`src/rtl/ldst_pkg.sv`:
```
`timescale 1ns/1ps
package ldst_pkg;

  localparam int WORD_W = 32;

  localparam logic [5:0] OP_LOAD  = 6'd1;
  localparam logic [5:0] OP_STORE = 6'd2;
  localparam logic [5:0] OP_HALT  = 6'd63;

  typedef enum logic [3:0] {
    S_FMAR, S_FPC, S_FRD, S_FMDR, S_FIR, S_DEC,
    S_LRD, S_LMDR, S_LWB, S_SMDR, S_SWR, S_HALT
  } step_e;

  function automatic logic [5:0] f_op(logic [WORD_W-1:0] ir);
    return ir[31:26];
  endfunction

  function automatic logic [2:0] f_base_idx(logic [WORD_W-1:0] ir);
    return ir[11:9];
  endfunction

  function automatic logic [2:0] f_data_idx(logic [WORD_W-1:0] ir);
    return ir[8:6];
  endfunction

  function automatic logic [WORD_W-1:0] f_disp(logic [WORD_W-1:0] ir);
    return {{(WORD_W-6){ir[5]}}, ir[5:0]};
  endfunction

  function automatic logic [WORD_W-1:0] f_eff_addr(logic [WORD_W-1:0] base,
                                                  logic [WORD_W-1:0] ir);
    return base + f_disp(ir);
  endfunction

endpackage

```
`src/rtl/ldst_regfile.sv`:
```
`timescale 1ns/1ps
module ldst_regfile #(
  parameter int NREG  = 8,
  parameter int DW    = 32,
  localparam int IW   = $clog2(NREG)
) (
  input  logic          clk,
  input  logic          rst_n,
  input  logic          we,
  input  logic [IW-1:0] waddr,
  input  logic [DW-1:0] wdata,
  input  logic [IW-1:0] raddr_a,
  output logic [DW-1:0] rdata_a,
  input  logic [IW-1:0] raddr_b,
  output logic [DW-1:0] rdata_b,
  input  logic [IW-1:0] raddr_d,
  output logic [DW-1:0] rdata_d
);

  logic [DW-1:0] regs [NREG];

  always_ff @(posedge clk) begin
    if (!rst_n) begin
      for (int i = 0; i < NREG; i++) regs[i] <= '0;
    end else if (we) begin
      regs[waddr] <= wdata;
    end
  end

  assign rdata_a = regs[raddr_a];
  assign rdata_b = regs[raddr_b];
  assign rdata_d = regs[raddr_d];

endmodule

```
`src/rtl/ldst_ctrl.sv`:
```
`timescale 1ns/1ps
module ldst_ctrl
  import ldst_pkg::*;
(
  input  logic       clk,
  input  logic       rst_n,
  input  logic [5:0] opcode,
  output logic       mar_from_pc,
  output logic       pc_inc,
  output logic       mdr_from_mem,
  output logic       ir_from_mdr,
  output logic       mar_from_ea,
  output logic       mdr_from_reg,
  output logic       reg_we,
  output logic       mem_we,
  output logic       halted
);

  step_e step, step_nx;
  logic  is_ld, is_st;

  assign is_ld = (opcode == OP_LOAD);
  assign is_st = (opcode == OP_STORE);

  always_comb begin
    step_nx = step;
    unique case (step)
      S_FMAR: step_nx = S_FPC;
      S_FPC:  step_nx = S_FRD;
      S_FRD:  step_nx = S_FMDR;
      S_FMDR: step_nx = S_FIR;
      S_FIR:  step_nx = S_DEC;
      S_DEC:  step_nx = is_ld ? S_LRD : (is_st ? S_SMDR : S_HALT);
      S_LRD:  step_nx = S_LMDR;
      S_LMDR: step_nx = S_LWB;
      S_LWB:  step_nx = S_FMAR;
      S_SMDR: step_nx = S_SWR;
      S_SWR:  step_nx = S_FMAR;
      S_HALT: step_nx = S_HALT;
      default: step_nx = S_HALT;
    endcase
  end

  always_ff @(posedge clk) begin
    if (!rst_n) step <= S_FMAR;
    else        step <= step_nx;
  end

  assign mar_from_pc  = (step == S_FMAR);
  assign pc_inc       = (step == S_FPC);
  assign mdr_from_mem = (step == S_FMDR) || (step == S_LMDR);
  assign ir_from_mdr  = (step == S_FIR);
  assign mar_from_ea  = (step == S_DEC) && (is_ld || is_st);
  assign mdr_from_reg = (step == S_SMDR);
  assign reg_we       = (step == S_LWB);
  assign mem_we       = (step == S_SWR);
  assign halted       = (step == S_HALT);

endmodule

```
`src/rtl/ldst_core.sv`:
```
`timescale 1ns/1ps
module ldst_core
  import ldst_pkg::*;
#(
  parameter int ADDR_W = 8,
  parameter int NREG   = 8
) (
  input  logic                    clk,
  input  logic                    rst_n,
  output logic [ADDR_W-1:0]       mem_addr,
  output logic [WORD_W-1:0]       mem_wdata,
  output logic                    mem_we,
  input  logic [WORD_W-1:0]       mem_rdata,
  input  logic [$clog2(NREG)-1:0] dbg_sel,
  output logic [WORD_W-1:0]       dbg_data,
  output logic                    halted
);

  localparam int IW = $clog2(NREG);
  localparam logic [ADDR_W-1:0] PC_STEP  = ADDR_W'(4);
  localparam logic [ADDR_W-1:0] WORD_MSK = ~ADDR_W'(3);

  logic [ADDR_W-1:0] pc, mar;
  logic [WORD_W-1:0] mdr, ir;
  logic [WORD_W-1:0] base_val, data_val;
  logic [ADDR_W-1:0] ea_word;
  logic [IW-1:0]     base_idx, data_idx;

  // step strobes, visible by name to the bound checker
  logic mar_from_pc, pc_inc, mdr_from_mem, ir_from_mdr;
  logic mar_from_ea, mdr_from_reg, reg_we, st_we;

  ldst_ctrl u_ctrl (
    .clk          (clk),
    .rst_n        (rst_n),
    .opcode       (f_op(ir)),
    .mar_from_pc  (mar_from_pc),
    .pc_inc       (pc_inc),
    .mdr_from_mem (mdr_from_mem),
    .ir_from_mdr  (ir_from_mdr),
    .mar_from_ea  (mar_from_ea),
    .mdr_from_reg (mdr_from_reg),
    .reg_we       (reg_we),
    .mem_we       (st_we),
    .halted       (halted)
  );

  assign base_idx = IW'(f_base_idx(ir));
  assign data_idx = IW'(f_data_idx(ir));

  ldst_regfile #(.NREG(NREG), .DW(WORD_W)) u_rf (
    .clk     (clk),
    .rst_n   (rst_n),
    .we      (reg_we),
    .waddr   (data_idx),
    .wdata   (mdr),
    .raddr_a (base_idx),
    .rdata_a (base_val),
    .raddr_b (data_idx),
    .rdata_b (data_val),
    .raddr_d (dbg_sel),
    .rdata_d (dbg_data)
  );

  assign ea_word = ADDR_W'(f_eff_addr(base_val, ir)) & WORD_MSK;

  always_ff @(posedge clk) begin
    if (!rst_n) begin
      pc  <= '0;
      mar <= '0;
      mdr <= '0;
      ir  <= '0;
    end else begin
      if (mar_from_pc)  mar <= pc;
      if (mar_from_ea)  mar <= ea_word;
      if (pc_inc)       pc  <= pc + PC_STEP;
      if (mdr_from_mem) mdr <= mem_rdata;
      if (mdr_from_reg) mdr <= data_val;
      if (ir_from_mdr)  ir  <= mdr;
    end
  end

  assign mem_addr  = mar;
  assign mem_wdata = mdr;
  assign mem_we    = st_we;

endmodule

```
`config.mk`:
```
export PLATFORM = sky130hd
export DESIGN_NAME = ldst_core
export DESIGN_NICKNAME = d
export VERILOG_FILES = /design/src/rtl/ldst_pkg.sv /design/src/rtl/ldst_regfile.sv /design/src/rtl/ldst_ctrl.sv /design/src/rtl/ldst_core.sv
export SDC_FILE = /design/constraint.sdc
export NUM_CORES = 1
export LEC_CHECK = 0
export BUFFER_PORTS_ARGS = -buffer_cell sky130_fd_sc_hd__buf_4
export CORE_MARGIN = 1
export CORE_UTILIZATION = 40
export DETAILED_ROUTE_END_ITERATION = 7
export PLACE_DENSITY = 0.58
export SKIP_CTS_REPAIR_TIMING = 1
export SLEW_MARGIN = 30
export SYNTH_ARGS = -nofsm -noshare
export SYNTH_HDL_FRONTEND = slang
export SYNTH_SLANG_ARGS = --single-unit
```
`constraint.sdc`:
```
create_clock -name clk -period 11.6 [get_ports clk]
set_input_delay 0.58 -clock clk [delete_from_list [all_inputs] [get_ports clk]]
set_output_delay 0.58 -clock clk [all_outputs]
set_load 0.02 [all_outputs]
```
==> qor_table.md <==
| Metric | Value |
|:---|:---|
| Clock slew at the register clock pins of the worst setup and hold paths | 0.06 ns |
| Number of global-route vias before repair | 11000 |
| Antenna violations before repair | 0 |
| Crit Path Max Fanout | 47 |
| Maximum single-stage delay on the critical path | 0.63 ns |
| Arrival time of data at the critical path endpoint | 2.67 ns |
| Startpoint Class | primary input |
| Max frequency | 0.308 GHz |
| Number of diodes added for antenna fixing | 0 |
| Total cell area at the placement stage | 18600 sq um |
| Post-synthesis cell area | 17200 sq um |
| Placed Instances | 1813 |
| Count of warnings emitted by yosys | 0 |
| Number of H-tree levels | 2 |
| HP Start | mem_rdata[7] |
| Peak supply drop | 94.5 uV |
| Setup Total Neg Slack | 0 ns |
| Number of flops mapped to enable cells by yosys | 256 |
| Period utilization | 28.0% |
| Clock tree from TritonCTS | built |
| Core outline area | 42100 sq um |
| Fraction of final layout cells with drive strength greater than 1 | 28.7% |
| Final design area excluding fillers | 19800 sq um |
| Cell type with the largest total area after synthesis | edfxtp_1 |
| Count of unresolved DRC violations after routing | 0 |
| Final Util | 46.9% |
| Number of top-level pins | 111 |
| Final wirelength | 47.5 mm |
| Number of cells on the worst hold path | 3 |
| Crit-path cells | buf_4 -> buf_6 -> mux4_2 -> mux2_2 -> buf_4 |
| Number of max-capacitance violations reported | 0 |
| Post-Route Skew | 0.0113 ns |
| Worst endpoint required time | 11.02 ns |
| Synth Instances | 1239 |
| Starting utilization of the core area | 40.8% |
| Time the final worst path needs with I/O delays and setup | 3.25 ns |
| Final Hold Violating Endpoints | 0 |
| Destination of the worst register-to-register timing path | mem_addr[4]$_SDFFE_PN0P_ |
| Root buf cell | clkbuf_16 |
| Maximum root-to-sink buffer count | 3 |
| Transition at the pin with the smallest max-transition slack | 0.985 ns |
| Total power density per cell area | 137 nW/um^2 |
| Status | complete, no violations |
| Wire length of the first global-routing pass | 71.1 mm |
| Total track usage | 22.0% |
| Number of vias per cell | 5.72 |
| Count of buffer and inverter cells on the critical path | 3 |
| Final-report setup violation count | 0 |
| Final Max Slew Viols | 0 |
| Maximum number of pins on one net before global-route repair | 76 |
| Clock tree sinks | 328 |
| Register area share after synthesis | 53.1% |
| Mean routed wirelength per cell | 25.2 um |
| Crit path setup slack, layout | 8.35 ns |
| WHS | 0.363 ns |
| R2R setup slack | 8.58 ns |
| Share of the synthesized area in the top cell type | 44.7% |
| Cell Rows | 75 |
| Iter 0 DRT Violations | 791 |
| Library cells used by synthesis | 56 |
| Top post-synthesis cells by area | edfxtp_1 45%, mux4_2 19%, and2_1 9.7% |
| Horizontal extent of the die | 209 um |
| Design Power | 2.71 mW |
| Top_reg_cell synth | edfxtp_1 |
| Slowest cell on crit path | buf_6 |
| Flop and latch count out of synthesis | 328 |
| Final antenna-violating net count | 0 |
| Syn_area_per_cell | 13.9 sq um |
| Largest delay share family, worst path | buffers and inverters |
| Number of cells traversed by the worst register-to-register path | 9 |
| Clock buffers created by TritonCTS | 38 |
| Type of the worst setup path | primary input to output pin |
| Final Wtd Congestion | 0.799 |
| Worst min path class | primary input to register |
| Pre-CTS worst setup slack | 8.02 ns |
| Post-layout net count | 1358 |
| Worst Setup End Kind | output pin |
| Number of port buffers | 108 |
| Y dimension of the die | 209 um |
| Gr ovfl total | 0 |
| First-pass iteration count of the detailed router | 4 |
| Post-DP HPWL | 28.4 mm |
| Most frequent cell on the critical path | buf_4 |
| WHS Endpoint | mem_wdata[7]$_SDFFE_PN0P_ |
| Fin cells | 1880 |
| DR vias | 10800 |
| Area growth, synth to finish | 15.0% |
| RSZ-0062 raised after global routing | no |
| Max-slew headroom at the worst pin | 34.3% |
| Static power due to leakage | 6.87 nW |
| Async SR Flop Fraction | 0% |
| Latest clock arrival within the worst-skew pair | 0.54 ns |
| Die ar. | 43800 sq um |
==> sequential cells by signal, indices dropped and copies added (netlist names), named ones only <==
name and count:
ir 18, u_ctrl.step 4, pc 6, u_rf.regs 256, mem_addr 6, mem_wdata 32
==> cell type report <==
class,count,area [sq um]
Clock inverter,16,149
Inverter,3,11.3
Tap cell,539,674
Clock buffer,51,1020
Fill cell,3677,22400
Timing Repair Buffer,131,1030
Sequential cell,328,9140
Multi-Input combinational cell,812,7760
==> metal layers <==
layer / part of all wire, % / global-route usage [%] / up-vias
met3: 4.9 / 3.50 / 64
met5: 0 / 0 / -
met4: 2.0 / 6.31 / 0
met2: 48 / 35.8 / 294
met1: 45 / 30.5 / 5588
li1: - / - / 4809
==> synth_stat cells (3+ instances only) <==
cell type  instances
a211oi_1           3
a21boi_0          50
a21o_1             4
a21oi_1            5
and2_1           266
buf_1             11
buf_2             24
buf_4              3
clkbuf_1          55
dfxtp_1           72
edfxtp_1         256
ha_1               7
inv_1              3
mux2_2            37
mux2i_1           40
mux4_2           142
nand2_1          130
nand2b_1           9
nand4_1            3
nor2_1            18
nor2b_1            4
o211ai_1          35
o21ai_0           15
xnor2_1            5
xor2_1             3
==> worst max path at each step <==
| stage | endpoint | slack, ns | depth (start not counted) | from |
|---|---|---|---|---|
| finish | dbg_data[30] | 8.35 | 5 | dbg_sel[0] |
| global route | dbg_data[30] | 8.17 | 5 | dbg_sel[0] |
| CTS | dbg_data[30] | 8.02 | 5 | dbg_sel[0] |
| detailed placement | dbg_data[30] | 8.02 | 5 | dbg_sel[0] |
| global placement | dbg_data[30] | 8.10 | 5 | dbg_sel[0] |
| floorplan | u_rf.regs[7][0]$_SDFFCE_PN0P_ | 7.79 | 6 | u_ctrl.step[1]$_SDFF_PN0_ |
==> logic make-up after synthesis <==
family | Yosys count | synth area share, %
simple gates | 448 | 14.5
flops | 328 | 53.1
mux | 219 | 23.4
compound gates | 128 | 5.60
buf+inv | 100 | 2.52
xor+xnor | 8 | 0.407
fa+ha+maj | 7 | 0.509
other cells | 1 | 0.0218
==> where the power goes <==
part | switching (mW) | internal [mW]
logic | 0.113 | 0.0976
registers | 0.0353 | 1.30
clock network | 0.478 | 0.682
==> worst reg2reg max path: cells and delay by family, from the launching register on <==
family	cells	cell delay [ns]
simple gates	4	0.72
flops	1	0.94
fa+ha+maj	1	0.27
mux	1	0.42
compound gates	3	0.57
==> placed cells by master, fill, tap and decap left out, drive strengths merged, types with 3 or more instances in the layout <==
cell type,instances
and2,266
edfxtp,256
mux4,142
buf,131
nand2,130
dfxtp,72
a21boi,51
clkbuf,51
mux2i,40
mux2,37
o211ai,35
nor2,18
o21ai,15
clkinv,11
nand2b,9
ha,7
a21oi,5
xnor2,5
a31oi,5
nor2b,4
a21o,4
inv,4
a211oi,3
nand4,3
xor2,3
bufinv,3
Note: power is estimated with default switching activity, not from simulation.
